`config.mk`:
```
export PLATFORM = sky130hd
export DESIGN_NAME = mflash_phase_seq
export DESIGN_NICKNAME = d
export VERILOG_FILES = /design/src/rtl/mfs_pkg.sv /design/src/rtl/mfs_phase_ctrl.sv /design/src/rtl/mfs_lane_dp.sv /design/src/rtl/mflash_phase_seq.sv
export SDC_FILE = /design/constraint.sdc
export NUM_CORES = 1
export LEC_CHECK = 0
export BUFFER_PORTS_ARGS = -buffer_cell sky130_fd_sc_hd__buf_2
export CAP_MARGIN = 40
export CELL_PAD_IN_SITES_DETAIL_PLACEMENT = 1
export CELL_PAD_IN_SITES_GLOBAL_PLACEMENT = 1
export CORE_MARGIN = 1
export CORE_UTILIZATION = 44
export CTS_BUF_LIST = sky130_fd_sc_hd__clkbuf_8
export CTS_CLUSTER_DIAMETER = 30
export CTS_CLUSTER_SIZE = 24
export DETAILED_ROUTE_END_ITERATION = 10
export MAX_ROUTING_LAYER = met4
export PLACE_DENSITY_LB_ADDON = 0.25
export SLEW_MARGIN = 15
export SYNTH_ARGS = -nofsm -noshare
export SYNTH_HDL_FRONTEND = slang
export SYNTH_SLANG_ARGS = --single-unit
export TNS_END_PERCENT = 1
```
`constraint.sdc`:
```
create_clock -name clk -period 3.7 [get_ports clk]
set_input_delay 0.37 -clock clk [delete_from_list [all_inputs] [get_ports clk]]
set_output_delay 0.37 -clock clk [all_outputs]
set_load 0.05 [all_outputs]
```
`src/rtl/mfs_pkg.sv`:
```
package mfs_pkg;

  typedef enum logic [2:0] {
    PH_IDLE,
    PH_OPC,
    PH_ADR,
    PH_DAT,
    PH_FIN
  } phase_t;

  // lane code: 0 -> one lane, 1 -> two lanes, 2 -> four lanes
  function automatic logic [1:0] lane_code(input logic [1:0] pin_mode);
    return (pin_mode == 2'd3) ? 2'd0 : pin_mode;
  endfunction

  // index of the final slot of a byte for a lane code
  function automatic logic [2:0] last_slot(input logic [1:0] lc);
    case (lc)
      2'd0:    return 3'd7;
      2'd1:    return 3'd3;
      default: return 3'd1;
    endcase
  endfunction

endpackage

```
`src/rtl/mfs_phase_ctrl.sv`:
```
module mfs_phase_ctrl
  import mfs_pkg::*;
#(
  parameter int PH_W   = 4,
  parameter int DLEN_W = 16
) (
  input  logic              clk,
  input  logic              rst,
  input  logic              start,
  input  logic [PH_W-1:0]   cfg_op_bytes,
  input  logic [PH_W-1:0]   cfg_ad_bytes,
  input  logic [1:0]        cfg_pin_mode,
  input  logic              cfg_ad_single,
  input  logic              cfg_read,
  input  logic              cfg_no_data,
  input  logic [DLEN_W-1:0] cfg_data_len,
  input  logic              shift_en,
  input  logic              tx_valid,
  output logic              tx_pop,
  output logic              slot_go,
  output logic              slot_end,
  output logic              slot_last,
  output logic              rd_phase,
  output logic              op_end,
  output logic [1:0]        lane_sel,
  output logic              sck,
  output logic              cs_n,
  output logic              busy,
  output logic              done
);

  localparam int CNT_W = (PH_W > DLEN_W) ? PH_W : DLEN_W;

  typedef struct packed {
    phase_t           ph;
    logic [CNT_W-1:0] cnt;
  } step_t;

  // next phase after the one given, skipping empty phases
  function automatic step_t advance(input phase_t from,
                                    input logic [PH_W-1:0] opb,
                                    input logic [PH_W-1:0] adb,
                                    input logic nod,
                                    input logic [DLEN_W-1:0] dl);
    step_t r;
    r.ph  = PH_FIN;
    r.cnt = '0;
    if (from == PH_IDLE && opb != '0) begin
      r.ph  = PH_OPC;
      r.cnt = CNT_W'(opb - 1'b1);
    end else if ((from == PH_IDLE || from == PH_OPC) && adb != '0) begin
      r.ph  = PH_ADR;
      r.cnt = CNT_W'(adb - 1'b1);
    end else if (from != PH_DAT && !nod) begin
      r.ph  = PH_DAT;
      r.cnt = CNT_W'(dl);
    end
    return r;
  endfunction

  phase_t            state;
  logic [CNT_W-1:0]  bcnt;
  logic [2:0]        scnt;
  logic              sck_q;
  logic [PH_W-1:0]   op_l, ad_l;
  logic [1:0]        mode_l;
  logic              single_l, read_l, nod_l;
  logic [DLEN_W-1:0] dlen_l;
  logic              in_slots, need_byte;
  step_t             st_start, st_next;

  assign st_start = advance(PH_IDLE, cfg_op_bytes, cfg_ad_bytes, cfg_no_data, cfg_data_len);
  assign st_next  = advance(state, op_l, ad_l, nod_l, dlen_l);

  always_comb begin
    case (state)
      PH_ADR:  lane_sel = single_l ? 2'd0 : lane_code(mode_l);
      PH_DAT:  lane_sel = lane_code(mode_l);
      default: lane_sel = 2'd0;
    endcase
  end

  assign in_slots  = (state == PH_OPC) || (state == PH_ADR) || (state == PH_DAT);
  assign rd_phase  = (state == PH_DAT) && read_l;
  assign need_byte = in_slots && !rd_phase && (scnt == 3'd0);
  assign slot_go   = shift_en && in_slots && !sck_q && (!need_byte || tx_valid);
  assign tx_pop    = slot_go && need_byte;
  assign slot_end  = sck_q;
  assign slot_last = (scnt == last_slot(lane_sel));
  assign op_end    = (state == PH_FIN);
  assign sck       = sck_q;

  always_ff @(posedge clk) begin
    if (rst) begin
      state    <= PH_IDLE;
      bcnt     <= '0;
      scnt     <= '0;
      sck_q    <= 1'b0;
      cs_n     <= 1'b1;
      busy     <= 1'b0;
      done     <= 1'b0;
      op_l     <= '0;
      ad_l     <= '0;
      mode_l   <= '0;
      single_l <= 1'b0;
      read_l   <= 1'b0;
      nod_l    <= 1'b0;
      dlen_l   <= '0;
    end else begin
      done  <= 1'b0;
      sck_q <= slot_go;
      case (state)
        PH_IDLE: begin
          if (start) begin
            op_l     <= cfg_op_bytes;
            ad_l     <= cfg_ad_bytes;
            mode_l   <= cfg_pin_mode;
            single_l <= cfg_ad_single;
            read_l   <= cfg_read;
            nod_l    <= cfg_no_data;
            dlen_l   <= cfg_data_len;
            state    <= st_start.ph;
            bcnt     <= st_start.cnt;
            scnt     <= '0;
            cs_n     <= 1'b0;
            busy     <= 1'b1;
            done     <= (st_start.ph == PH_FIN);
          end
        end
        PH_OPC, PH_ADR, PH_DAT: begin
          if (slot_end) begin
            if (slot_last) begin
              scnt <= '0;
              if (bcnt == '0) begin
                state <= st_next.ph;
                bcnt  <= st_next.cnt;
                done  <= (st_next.ph == PH_FIN);
              end else begin
                bcnt <= bcnt - 1'b1;
              end
            end else begin
              scnt <= scnt + 3'd1;
            end
          end
        end
        default: begin
          state <= PH_IDLE;
          cs_n  <= 1'b1;
          busy  <= 1'b0;
        end
      endcase
    end
  end

  AST_DONE_RELEASES_CS: assert property (@(posedge clk) disable iff (rst)
    done |=> (cs_n && !busy));
  AST_NO_SCK_WHEN_DESELECTED: assert property (@(posedge clk) disable iff (rst)
    cs_n |-> !sck);
  AST_POP_NEEDS_VALID: assert property (@(posedge clk) disable iff (rst)
    tx_pop |-> tx_valid);
  AST_START_IGNORED_BUSY: assert property (@(posedge clk) disable iff (rst)
    (busy && start) |=> ($stable(mode_l) && $stable(read_l) && $stable(dlen_l)));

endmodule

```
`src/rtl/mfs_lane_dp.sv`:
```
module mfs_lane_dp #(
  parameter int LANES = 4
) (
  input  logic             clk,
  input  logic             rst,
  input  logic             slot_go,
  input  logic             byte_load,
  input  logic             slot_end,
  input  logic             slot_last,
  input  logic             rd_phase,
  input  logic             op_end,
  input  logic [1:0]       lane_sel,
  input  logic [7:0]       tx_data,
  input  logic [LANES-1:0] io_in,
  output logic [LANES-1:0] io_out,
  output logic [LANES-1:0] io_oe,
  output logic [7:0]       rx_data,
  output logic             rx_valid
);

  logic [7:0]       shreg, src, sh_next;
  logic [7:0]       rxsh, rx_next;
  logic [LANES-1:0] tx_bits, lane_on;

  assign src = byte_load ? tx_data : shreg;

  for (genvar g = 0; g < LANES; g++) begin : g_lane
    assign lane_on[g] = (3'(g) < (3'd1 << lane_sel));
  end

  always_comb begin
    case (lane_sel)
      2'd0: begin
        tx_bits = {3'b000, src[7]};
        sh_next = {src[6:0], 1'b0};
        rx_next = {rxsh[6:0], io_in[1]};
      end
      2'd1: begin
        tx_bits = {2'b00, src[7:6]};
        sh_next = {src[5:0], 2'b00};
        rx_next = {rxsh[5:0], io_in[1:0]};
      end
      default: begin
        tx_bits = src[7:4];
        sh_next = {src[3:0], 4'b0000};
        rx_next = {rxsh[3:0], io_in[3:0]};
      end
    endcase
  end

  always_ff @(posedge clk) begin
    if (rst) begin
      shreg    <= '0;
      rxsh     <= '0;
      io_out   <= '0;
      io_oe    <= '0;
      rx_data  <= '0;
      rx_valid <= 1'b0;
    end else begin
      rx_valid <= 1'b0;
      if (op_end) begin
        io_out <= '0;
        io_oe  <= '0;
      end else if (slot_go) begin
        shreg <= sh_next;
        if (rd_phase) begin
          io_out <= '0;
          io_oe  <= '0;
        end else begin
          io_out <= tx_bits;
          io_oe  <= lane_on;
        end
      end
      if (slot_end && rd_phase) begin
        rxsh <= rx_next;
        if (slot_last) begin
          rx_data  <= rx_next;
          rx_valid <= 1'b1;
        end
      end
    end
  end

  AST_READ_RELEASES_LANES: assert property (@(posedge clk) disable iff (rst)
    (rd_phase && slot_end) |-> (io_oe == '0));
  AST_RX_SINGLE_PULSE: assert property (@(posedge clk) disable iff (rst)
    rx_valid |=> !rx_valid);
  AST_END_CLEARS_OE: assert property (@(posedge clk) disable iff (rst)
    op_end |=> (io_oe == '0));

endmodule

```
`src/rtl/mflash_phase_seq.sv`:
```
module mflash_phase_seq #(
  parameter int PH_W   = 4,
  parameter int DLEN_W = 16
) (
  input  logic              clk,
  input  logic              rst,
  input  logic              start,
  input  logic [PH_W-1:0]   cfg_op_bytes,
  input  logic [PH_W-1:0]   cfg_ad_bytes,
  input  logic [1:0]        cfg_pin_mode,
  input  logic              cfg_ad_single,
  input  logic              cfg_read,
  input  logic              cfg_no_data,
  input  logic [DLEN_W-1:0] cfg_data_len,
  input  logic              shift_en,
  input  logic [7:0]        tx_data,
  input  logic              tx_valid,
  output logic              tx_ready,
  input  logic [3:0]        io_in,
  output logic [3:0]        io_out,
  output logic [3:0]        io_oe,
  output logic              sck,
  output logic              cs_n,
  output logic [7:0]        rx_data,
  output logic              rx_valid,
  output logic              busy,
  output logic              done
);

  localparam int LANES = 4;

  logic       slot_go, slot_end, slot_last, rd_phase, op_end;
  logic [1:0] lane_sel;

  mfs_phase_ctrl #(.PH_W(PH_W), .DLEN_W(DLEN_W)) u_ctrl (
    .clk(clk), .rst(rst), .start(start),
    .cfg_op_bytes(cfg_op_bytes), .cfg_ad_bytes(cfg_ad_bytes),
    .cfg_pin_mode(cfg_pin_mode), .cfg_ad_single(cfg_ad_single),
    .cfg_read(cfg_read), .cfg_no_data(cfg_no_data), .cfg_data_len(cfg_data_len),
    .shift_en(shift_en), .tx_valid(tx_valid), .tx_pop(tx_ready),
    .slot_go(slot_go), .slot_end(slot_end), .slot_last(slot_last),
    .rd_phase(rd_phase), .op_end(op_end), .lane_sel(lane_sel),
    .sck(sck), .cs_n(cs_n), .busy(busy), .done(done)
  );

  mfs_lane_dp #(.LANES(LANES)) u_dp (
    .clk(clk), .rst(rst), .slot_go(slot_go), .byte_load(tx_ready),
    .slot_end(slot_end), .slot_last(slot_last), .rd_phase(rd_phase),
    .op_end(op_end), .lane_sel(lane_sel), .tx_data(tx_data), .io_in(io_in),
    .io_out(io_out), .io_oe(io_oe), .rx_data(rx_data), .rx_valid(rx_valid)
  );

endmodule

```
After elaboration in Yosys (flattened, before gate mapping)
Cells that the tools add are included.
{"block": "totals", "word_cells": 126, "out_inout_bits": 22, "input_bits": 46, "register_bits": 87}
{"block": "op_classes", "n_mux": 40, "add_sub_neg": 6, "n_eq_ne": 14, "reduce_logical": 38, "shifts": 1, "bitwise_logic": 3, "order_cmp": 4}
{"operator": "2-to-1 mux 19 bit", "count": 6}
{"operator": "2-to-1 mux 16 bit", "count": 4}
{"operator": "one-hot mux 16 bit (2 select lines)", "count": 1}
{"operator": "one-hot mux 8 bit (2 select lines)", "count": 2}
{"operator": "2-to-1 mux 3 bit", "count": 7}
{"operator": "subtractor 4 x 1 -> 5 bit, second input constant", "count": 4}
{"operator": "one-hot mux 3 bit (2 select lines)", "count": 3}
{"operator": "zero test 16 bit", "count": 1}
{"operator": "nonzero test 4 bit", "count": 4}
{"operator": "subtractor 16 x 1 -> 16 bit, second input constant", "count": 1}
{"operator": "logical AND 1 bit", "count": 11}
{"operator": "equality test 3 bit, second input constant", "count": 3}
{"operator": "2-to-1 mux 4 bit", "count": 2}
{"operator": "2-to-1 mux 8 bit", "count": 1}
{"operator": "one-hot mux 4 bit (2 select lines)", "count": 1}
{"operator": "AND reduction 2 bit", "count": 4}
{"operator": "AND reduction 4 bit", "count": 2}
{"operator": "2-to-1 mux 1 bit", "count": 7}
{"operator": "equality test 3 x 2 -> 1 bit, second input constant", "count": 2}
{"operator": "zero test 3 bit", "count": 2}
{"operator": "less-than comparator 1 x 3 -> 1 bit, first input constant", "count": 2}
{"operator": "less-than comparator 2 x 3 -> 1 bit, first input constant", "count": 2}
{"operator": "one-hot mux 1 bit (2 select lines)", "count": 3}
{"operator": "zero test 1 bit", "count": 4}
{"operator": "18 further kinds", "count": 27}

Depth between registers and ports, before layout
Gate-level depths: netlist (run 1).
{"block": "depth", "word_depth": 12, "depth_mapped": 14, "depth_no_buf": 11}

Hierarchy
From an unflattened synthesis (run 1), not the netlist that was laid out.
{"block": "hier_totals", "hier_cells": 613, "area_unflattened_um2": 4778.3}
{"mod": "mfs_phase_ctrl", "cells_each": 422, "area_per_inst_um2": 3198.1, "n_inst": 1}
{"mod": "mfs_lane_dp", "cells_each": 191, "area_per_inst_um2": 1580.3, "n_inst": 1}

Worst setup path after synthesis (run 1)
Ideal clock, no wire load.
{"block": "synth_timing", "kind": "flip-flop to flip-flop", "startpoint": "register u_ctrl.state[1]", "endpoint": "register u_ctrl.bcnt[14]", "period_less_slack_ps": 3061, "path_stages_with_launch": 14, "n_path_buf": 3, "required_time_ps": 3609, "arrival_ps": 2971, "setup_slack_ps": 639, "setup_ps": 91, "path_cell_list": "dfxtp_1 > buf_2 > and2b_1 > o21ai_0 > or3b_2 > inv_1 > ha_1 > clkbuf_1 > nor3_1 > o211a_1 > a31oi_2 > buf_2 > a21oi_1 > a311oi_1"}
{"block": "synth_between", "elab_chain_len": 9, "word_cells_on_any_way": 27, "classes_between": "9 x eq/ne; 9 x mux; 9 x reduce/logical"}
{"item": "start, declared", "line_no": "mfs_phase_ctrl.sv:61", "rtl": "phase_t state;"}
{"item": "start signal, assigned", "line_no": "mfs_phase_ctrl.sv:122", "rtl": "state <= st_start.ph;"}
{"item": "start signal, assigned", "line_no": "mfs_phase_ctrl.sv:135", "rtl": "state <= st_next.ph;"}
{"item": "parallel branches: the longest is 9 deep, another holds AND reduction 4 bit"}
{"item": "end signal, assigned", "line_no": "mfs_phase_ctrl.sv:123", "rtl": "bcnt <= st_start.cnt;"}
{"item": "end signal, assigned", "line_no": "mfs_phase_ctrl.sv:136", "rtl": "bcnt <= st_next.cnt;"}
{"item": "end signal, assigned", "line_no": "mfs_phase_ctrl.sv:139", "rtl": "bcnt <= bcnt - 1'b1;"}
{"item": "end, declared", "line_no": "mfs_phase_ctrl.sv:62", "rtl": "logic [CNT_W-1:0] bcnt;"}
Parallel ways; which one is timed is not known. The select of a mux whose other input is x is not followed.
A chain may end at the register's enable or synchronous reset.

Worst setup path in the final report (run 1)
{"block": "layout_timing", "startpoint": "register u_ctrl.state[2]", "endpoint": "register u_ctrl.bcnt[12]"}
The elaborated chain is that of the path after synthesis.

==> results of run 1 <==
[per-layer routing]
metal	up-vias	track usage, %
li1	2173	-
met1	2175	32.0
met2	96	42.3
met3	18	3.57
met4	0	10.8
met5	-	-
[power by group through the flow]
stage | sequential (W) | combinational [W] | clock [W]
3_3_place_gp | 0.00108 | 0.000769 | 0
4_1_cts | 0.00106 | 0.000810 | 0.000658
6_report | 0.00107 | 0.000813 | 0.000644
3_5_place_dp | 0.00108 | 0.000805 | 0
2_1_floorplan | 0.00108 | 0.000580 | 0
5_1_grt | 0.00108 | 0.000898 | 0.000696
[sequential cells by signal (all words and copies together), names as in the netlist]
register	cells
u_dp.rx_valid	1
u_ctrl.sck	1
u_ctrl.nod_l	1
u_ctrl.dlen_l	16
u_ctrl.state	3
u_dp.rx_data	8
u_ctrl.busy	1
u_ctrl.bcnt	16
u_ctrl.ad_l	4
u_ctrl.mode_l	2
u_dp.rxsh	7
u_ctrl.op_l	4
u_ctrl.done	1
u_ctrl.scnt	3
u_ctrl.single_l	1
u_dp.io_oe	3
u_dp.io_out	4
u_ctrl.read_l	1
u_ctrl.cs_n	1
u_dp.shreg	7
[worst max path at each step]
stage                                               to  cells past startpoint
after floorplan           u_ctrl.bcnt[14]$_SDFFE_PP0P_                     13
after detailed placement  u_ctrl.bcnt[12]$_SDFFE_PP0P_                     11
after CTS                 u_ctrl.bcnt[12]$_SDFFE_PP0P_                     11
final                     u_ctrl.bcnt[12]$_SDFFE_PP0P_                     11
after global placement    u_ctrl.bcnt[12]$_SDFFE_PP0P_                     11
after global routing      u_ctrl.bcnt[12]$_SDFFE_PP0P_                     11
[placed cells by master (no fill, tap or decap), types with 6 or more instances in the layout]
master	n
clkbuf_8	9
xnor2_1	8
buf_4	12
a211oi_1	30
nor3_1	19
a22oi_1	10
nor2_1	55
ha_1	13
nand3_1	13
a21oi_1	65
dfxtp_1	85
a311oi_1	7
nand2_1	85
o21ai_0	10
mux2_2	7
inv_1	25
a22o_1	6
buf_2	67
[per-stage QoR]
| stage | power [W] | utilization, % | instance area [um2] | hold slack [ns] |
|---|---|---|---|---|
| final | 0.00252 | 51.4 | 5260 | 0.234 |
| after global routing | 0.00267 | 51.4 | 5260 | 0.226 |
| after CTS | 0.00253 | 51.4 | 5260 | 0.224 |
| after detailed placement | 0.00189 | 49.6 | 5080 | 0.448 |
| after global placement | 0.00185 | 49.3 | 5040 | 0.442 |
| after floorplan | 0.00166 | - | 4620 | 0.432 |
[worst max-delay path: cells and delay by family (launching register included)]
family,cells,cell delay (ns)
adders and majority gates,1,0.25
and+or+nand+nor,4,1.21
DFF,1,0.44
buffers and inverters,1,0.25
AOI/OAI and AO/OA,5,1.06
[cells by family (layout without fill, tap and decap cells)]
group | count (synthesis) | after routing
flip-flops | 85 | 85
AO/OA/AOI/OAI | 169 | 169
buffers and inverters | 60 | 118
multiplexers | 12 | 12
adder cells (fa/ha/maj) | 13 | 13
XOR/XNOR | 13 | 13
AND/OR/NAND/NOR | 221 | 221
[layout make-up]
class / count / area (um2)
fill: 1300 / 4970
timing repair buffer: 80 / 453
multi-input combinational: 428 / 2670
clock inverter: 6 / 57.6
sequential: 85 / 1700
inverter: 23 / 86.3
tap: 136 / 170
clock buffer: 9 / 124
==> flow_metrics.py, run 1 <==
metrics = {
    "synth": {
        "ys_top_cells_by_area": "dfxtp_1 37%, a21oi_1 7.0%, nand2_1 6.9%",
        "synth_top_area_cell": "dfxtp_1",
        "synth_top_family_by_area": "compound AO/OA/AOI/OAI gates",
        "syn-num-nets": 632,
        "synth_fa_ha_area_share_pct": 3.52,
        "synth_warnings": 0,
        "synth_mux_area_share_pct": 2.79,
        "syn_inst": 573,
        "synth-compound-area-share_pct": 25.2,
        "synth-simple-area-share_pct": 23.7,
        "ys_seq_area_share_pct": 36.8,
        "synth_area_um2": 4620,
        "synth_xor_area_share_pct": 2.46,
        "yosys_register_bits": 85,
        "ys_top_cells_by_count": "85 x dfxtp_1, 85 x nand2_1, 65 x a21oi_1",
        "syn_area_per_cell_um2": 8.06,
        "ys_types": 72,
        "synth-edff-count": 0,
        "synthArstFlopShare_pct": 0,
        "synthFlopType": "dfxtp_1",
        "synth.top_cell.area_share_pct": 36.8,
    },
    "setup_path": {
        "regToRegSetupSlack_ns": 0.37,
        "crit_type": "reg2reg",
        "cp_slowest_cell": "or3b_2",
        "crit_path_frequent_cell": "o21ai_0",
        "crit_path_max_fanout": 14,
        "r2r-end": "u_ctrl.bcnt[12]$_SDFFE_PP0P_",
        "start_kind": "flip-flop",
        "required_ns": 3.93,
        "crit_start": "u_ctrl.state[2]$_SDFFE_PP0P_",
        "cp_cell_sequence": "and2b_1 > o21ai_0 > or3b_2 > ha_1 > nor3_1 > o211ai_1 > o21ai_2 > buf_4 > nor2_1 > a211oi_1 > o21ai_0",
        "worstReg2RegStart": "u_ctrl.state[2]$_SDFFE_PP0P_",
        "slowest_delay_ns": 0.54,
        "reg2regPathDepth": 11,
        "crit_arrival_ns": 3.56,
        "end_kind": "flip-flop",
    },
    "power": {
        "clkPwrFrac_pct": 25.5,
        "swShare_pct": 36.7,
        "power_density_nw_per_um2": 480,
        "p_sw_w": 0.000926,
        "ir_drop_v": 0.000191,
        "leakagePower_nw": 2.05,
        "p_comb_share_pct": 32.2,
        "intPower_w": 0.00160,
        "p_seq_share_pct": 42.2,
    },
    "worst_hold_path": {
        "holdPathStages": 3,
        "hold_start": "cfg_pin_mode[1]",
        "min_path_type": "in2reg",
        "hold_end": "u_ctrl.mode_l[1]$_SDFFE_PP0P_",
    },
    "clock_network": {
        "clk_latency_ns": 0.36,
        "clock_path_buffers": 2,
        "h-tree-depth": 3,
        "cts-root-buf": "clkbuf_8",
        "clkTransAtPathRegs_ns": 0.09,
        "post_cts_buffers": 0,
        "cts_tree": "yes",
        "post_cts_resized": 0,
        "cts_hold_buffers": 0,
        "numCtsBuffers": 9,
        "numClockSinks": 85,
    },
    "die": {
        "start_util_pct": 45.2,
        "rows": 37,
        "die_w_um": 104,
        "coreArea_um2": 10200,
        "dieArea_um2": 10900,
        "fp.dieH_um": 104,
        "pin_count": 68,
    },
    "routing": {
        "initialDrtViolationCount": 166,
        "firstDrtPassIters": 4,
        "drt-met1-wl_mm": 6.32,
        "wl_met2_mm": 6.40,
        "vias_per_cell": 5.82,
        "drc": 0,
        "highest_layer": "met4",
        "ant_nets": 0,
        "wl_met3_um": 438,
        "vias": 4462,
        "wirelength_mm": 13.4,
        "drt-wirelength-per-cell_um": 17.5,
    },
    "final_layout": {
        "diodes": 0,
        "nNetsFinal": 686,
        "syn_to_final_growth_pct": 13.8,
        "layout.cells.non_filler": 767,
        "drive_gt1_share_pct": 19.0,
    },
    "grt": {
        "antenna_found_initial": 0,
        "grt_pass1_wl_mm": 22.1,
        "grt_overflow": 0,
        "grt_pass1_vias": 4495,
        "grt_max_degree": 34,
        "track_usage_pct": 25.9,
    },
    "place": {
        "pre_cts_slack_ns": 0.396,
        "gp_congestion": 0.843,
        "post-dp-hpwl_mm": 9.57,
        "numPortBuffers": 67,
        "placedCellCount": 752,
    },
    "sta": {
        "finalCritPeriodShare_pct": 90.0,
        "max_slew_margin_pct": 36.4,
        "drv_slew": 0,
        "clock_skew_ns": 0.00787,
        "setup_ws_ns": 0.370,
        "fin_crit_ns": 3.33,
        "worst_pin_slew_ns": 0.940,
        "hold_violations": 0,
        "setup_tns_ns": 0,
        "rsz0062_at_grt": "no",
        "finalSetupViolCount": 0,
        "fmaxAchievable_mhz": 300,
    },
    "job": {
        "drv_cap": 0,
    },
    "status": {
        "status": "completed",
    },
}
No activity file was read; power rests on OpenSTA's default activity.
==> run 2, diff against run 1 <==
--- a/config.mk
+++ b/config.mk
@@ -12,7 +12,7 @@
 export CORE_MARGIN = 1
 export CORE_UTILIZATION = 44
 export CTS_BUF_LIST = sky130_fd_sc_hd__clkbuf_8
-export CTS_CLUSTER_DIAMETER = 30
+export CTS_CLUSTER_DIAMETER = 50
 export CTS_CLUSTER_SIZE = 24
 export DETAILED_ROUTE_END_ITERATION = 10
 export MAX_ROUTING_LAYER = met4
==> constraint.sdc (replaced) <==
create_clock -name clk -period 3.5 [get_ports clk]
set_input_delay 0.35 -clock clk [delete_from_list [all_inputs] [get_ports clk]]
set_output_delay 0.35 -clock clk [all_outputs]
set_load 0.05 [all_outputs]
==> run 2 against run 1 <==
Final cell count is 0.13% higher; global-route usage fell by 0.50 points; utilization is essentially flat; critical path type unchanged; worst hold slack worse by 0.020 ns; maximum frequency grew 8.3%.
==> flow_metrics.py, run 2 (synthesis results as in run 1) <==
metrics = {
    "die": {
        "rows": 37,
        "pin_count": 68,
        "fp.dieH_um": 104,
        "dieArea_um2": 10900,
        "coreArea_um2": 10200,
        "die_w_um": 104,
        "start_util_pct": 45.2,
    },
    "worst_hold_path": {
        "holdPathStages": 3,
        "min_path_type": "in2reg",
    },
    "grt": {
        "antenna_found_initial": 0,
        "track_usage_pct": 25.4,
        "grt_pass1_vias": 4447,
        "grt_overflow": 0,
        "grt_max_degree": 44,
        "grt_pass1_wl_mm": 21.7,
    },
    "final_layout": {
        "syn_to_final_growth_pct": 13.8,
        "top_regs": "u_ctrl.bcnt (16), u_ctrl.dlen_l (16), u_dp.rx_data (8)",
        "final_util_pct": 51.4,
        "nNetsFinal": 688,
        "final_area_um2": 5260,
        "diodes": 0,
        "drive_gt1_share_pct": 19.5,
        "final_cell_mix": "85 x nand2_1, 85 x dfxtp_1, 67 x buf_2, 65 x a21oi_1, 55 x nor2_1",
    },
    "clock_network": {
        "clk_latency_ns": 0.37,
        "cts-root-buf": "clkbuf_8",
        "post_cts_buffers": 0,
        "clkTransAtPathRegs_ns": 0.09,
        "cts_tree": "yes",
        "h-tree-depth": 3,
        "clock_path_buffers": 2,
        "numCtsBuffers": 9,
        "numClockSinks": 85,
    },
    "place": {
        "gp_congestion": 0.816,
        "place_area_um2": 5070,
        "numPortBuffers": 67,
        "post-dp-hpwl_mm": 9.28,
    },
    "setup_path": {
        "required_ns": 3.73,
        "start_kind": "flip-flop",
        "crit_arrival_ns": 3.31,
        "reg2regPathDepth": 10,
        "slowest_delay_ns": 0.53,
        "crit_path_max_fanout": 9,
        "end_kind": "flip-flop",
        "crit_type": "reg2reg",
        "cp_slowest_cell": "or3b_2",
        "cp_cell_sequence": "and2b_1 > o21ai_0 > or3b_2 > ha_1 > o21a_1 > o211ai_1 > nor3b_1 > a221o_2 > mux2i_1 > nor2_1",
    },
    "sta": {
        "rsz0062_at_grt": "no",
        "fin_crit_ns": 3.07,
        "hold_violations": 0,
        "fmaxAchievable_mhz": 325,
        "holdWs_ns": 0.213,
        "max_slew_margin_pct": 45.2,
        "drv_slew": 0,
        "worst_pin_slew_ns": 0.822,
        "finalSetupViolCount": 0,
        "finalCritPeriodShare_pct": 87.8,
        "setup_tns_ns": 0,
        "clock_skew_ns": 0.0121,
    },
    "routing": {
        "drc": 0,
        "wirelength_mm": 12.9,
        "ant_nets": 0,
        "vias_per_cell": 5.77,
        "initialDrtViolationCount": 138,
        "drt-wirelength-per-cell_um": 16.8,
        "vias": 4429,
        "firstDrtPassIters": 4,
    },
    "power": {
        "leakagePower_nw": 2.05,
        "p_comb_share_pct": 32.1,
        "clkPwrFrac_pct": 25.6,
        "swShare_pct": 36.3,
        "power_w": 0.00266,
        "p_seq_share_pct": 42.3,
        "ir_drop_v": 0.000223,
        "intPower_w": 0.00169,
        "power_density_nw_per_um2": 505,
        "p_sw_w": 0.000964,
    },
    "status": {
        "status": "completed",
    },
    "job": {
        "drv_cap": 0,
    },
}
[run 2: cell count changes in the layout (fill, tap and decap cells not counted)]
| cell | delta |
|---|---|
| buf_4 | +3 |
| clkinv_2 | +2 |
| o21ai_2 | -1 |
| inv_1 | -2 |
| clkinv_4 | +1 |
| buf_16 | -1 |
| clkinvlp_4 | -2 |
| o21ai_4 | +1 |
[run 2: worst max-delay path, delay by kind of cell, from the launching register on]
family                   cells  cell delay, ns
AO/OA/AOI/OAI                4            1.14
AND/OR/NAND/NOR              4            0.88
flip-flops                   1            0.51
adder cells (fa/ha/maj)      1            0.26
multiplexers                 1            0.16
[run 2: final timing paths]
kind                                               startpoint                             to  slack [ns]
worst min register to register  u_ctrl.dlen_l[6]$_SDFFE_PP0P_  u_ctrl.dlen_l[6]$_SDFFE_PP0P_        0.46
worst max register to register   u_ctrl.state[1]$_SDFFE_PP0P_   u_ctrl.state[0]$_SDFFE_PP0P_        0.43
worst min-delay path                            cfg_ad_single   u_ctrl.single_l$_SDFFE_PP0P_        0.21
worst max-delay path             u_ctrl.state[1]$_SDFFE_PP0P_   u_ctrl.state[0]$_SDFFE_PP0P_        0.43
[run 2: final cells by class]
cell class,count,area [um2]
well taps,136,170
repair buffers,82,448
flip-flops and latches,85,1700
clock inverters,5,53.8
clock buffers,9,124
multi-input cells,428,2670
fillers,1270,4970
inverters,23,86.3
[run 2: what timing repair did]
| item | CTS | global route |
|---|---|---|
| setup endpoints to repair | 0 | 1 |
| resized for setup | 0 | 1 |
| hold buffers | 0 | 0 |
| hold endpoints to repair | 0 | 0 |
[run 2: layer usage]
| layer | track usage (%) | vias up | share of wire, % |
|---|---|---|---|
| met5 | - | - | 0 |
| met4 | 8.06 | 0 | 1.3 |
| met3 | 4.01 | 14 | 2.7 |
| met2 | 41.2 | 67 | 47 |
| met1 | 32.3 | 2171 | 49 |
| li1 | - | 2177 | - |
[run 2: power by group through the flow]
stage	Clock, W	Sequential [W]	Combinational [W]
after detailed placement	0	0.00115	0.000844
after floorplan	0	0.00114	0.000613
after global placement	0	0.00114	0.000821
after CTS	0.000694	0.00112	0.000848
final	0.000680	0.00112	0.000851
after global routing	0.000737	0.00114	0.000942
[run 2: through the flow]
stage                     instances  worst slack (ns)
after detailed placement        754             0.310
final                           768             0.426
after global placement          753             0.538
after floorplan                 573             0.439
after CTS                       768             0.307
after global routing            768             0.159
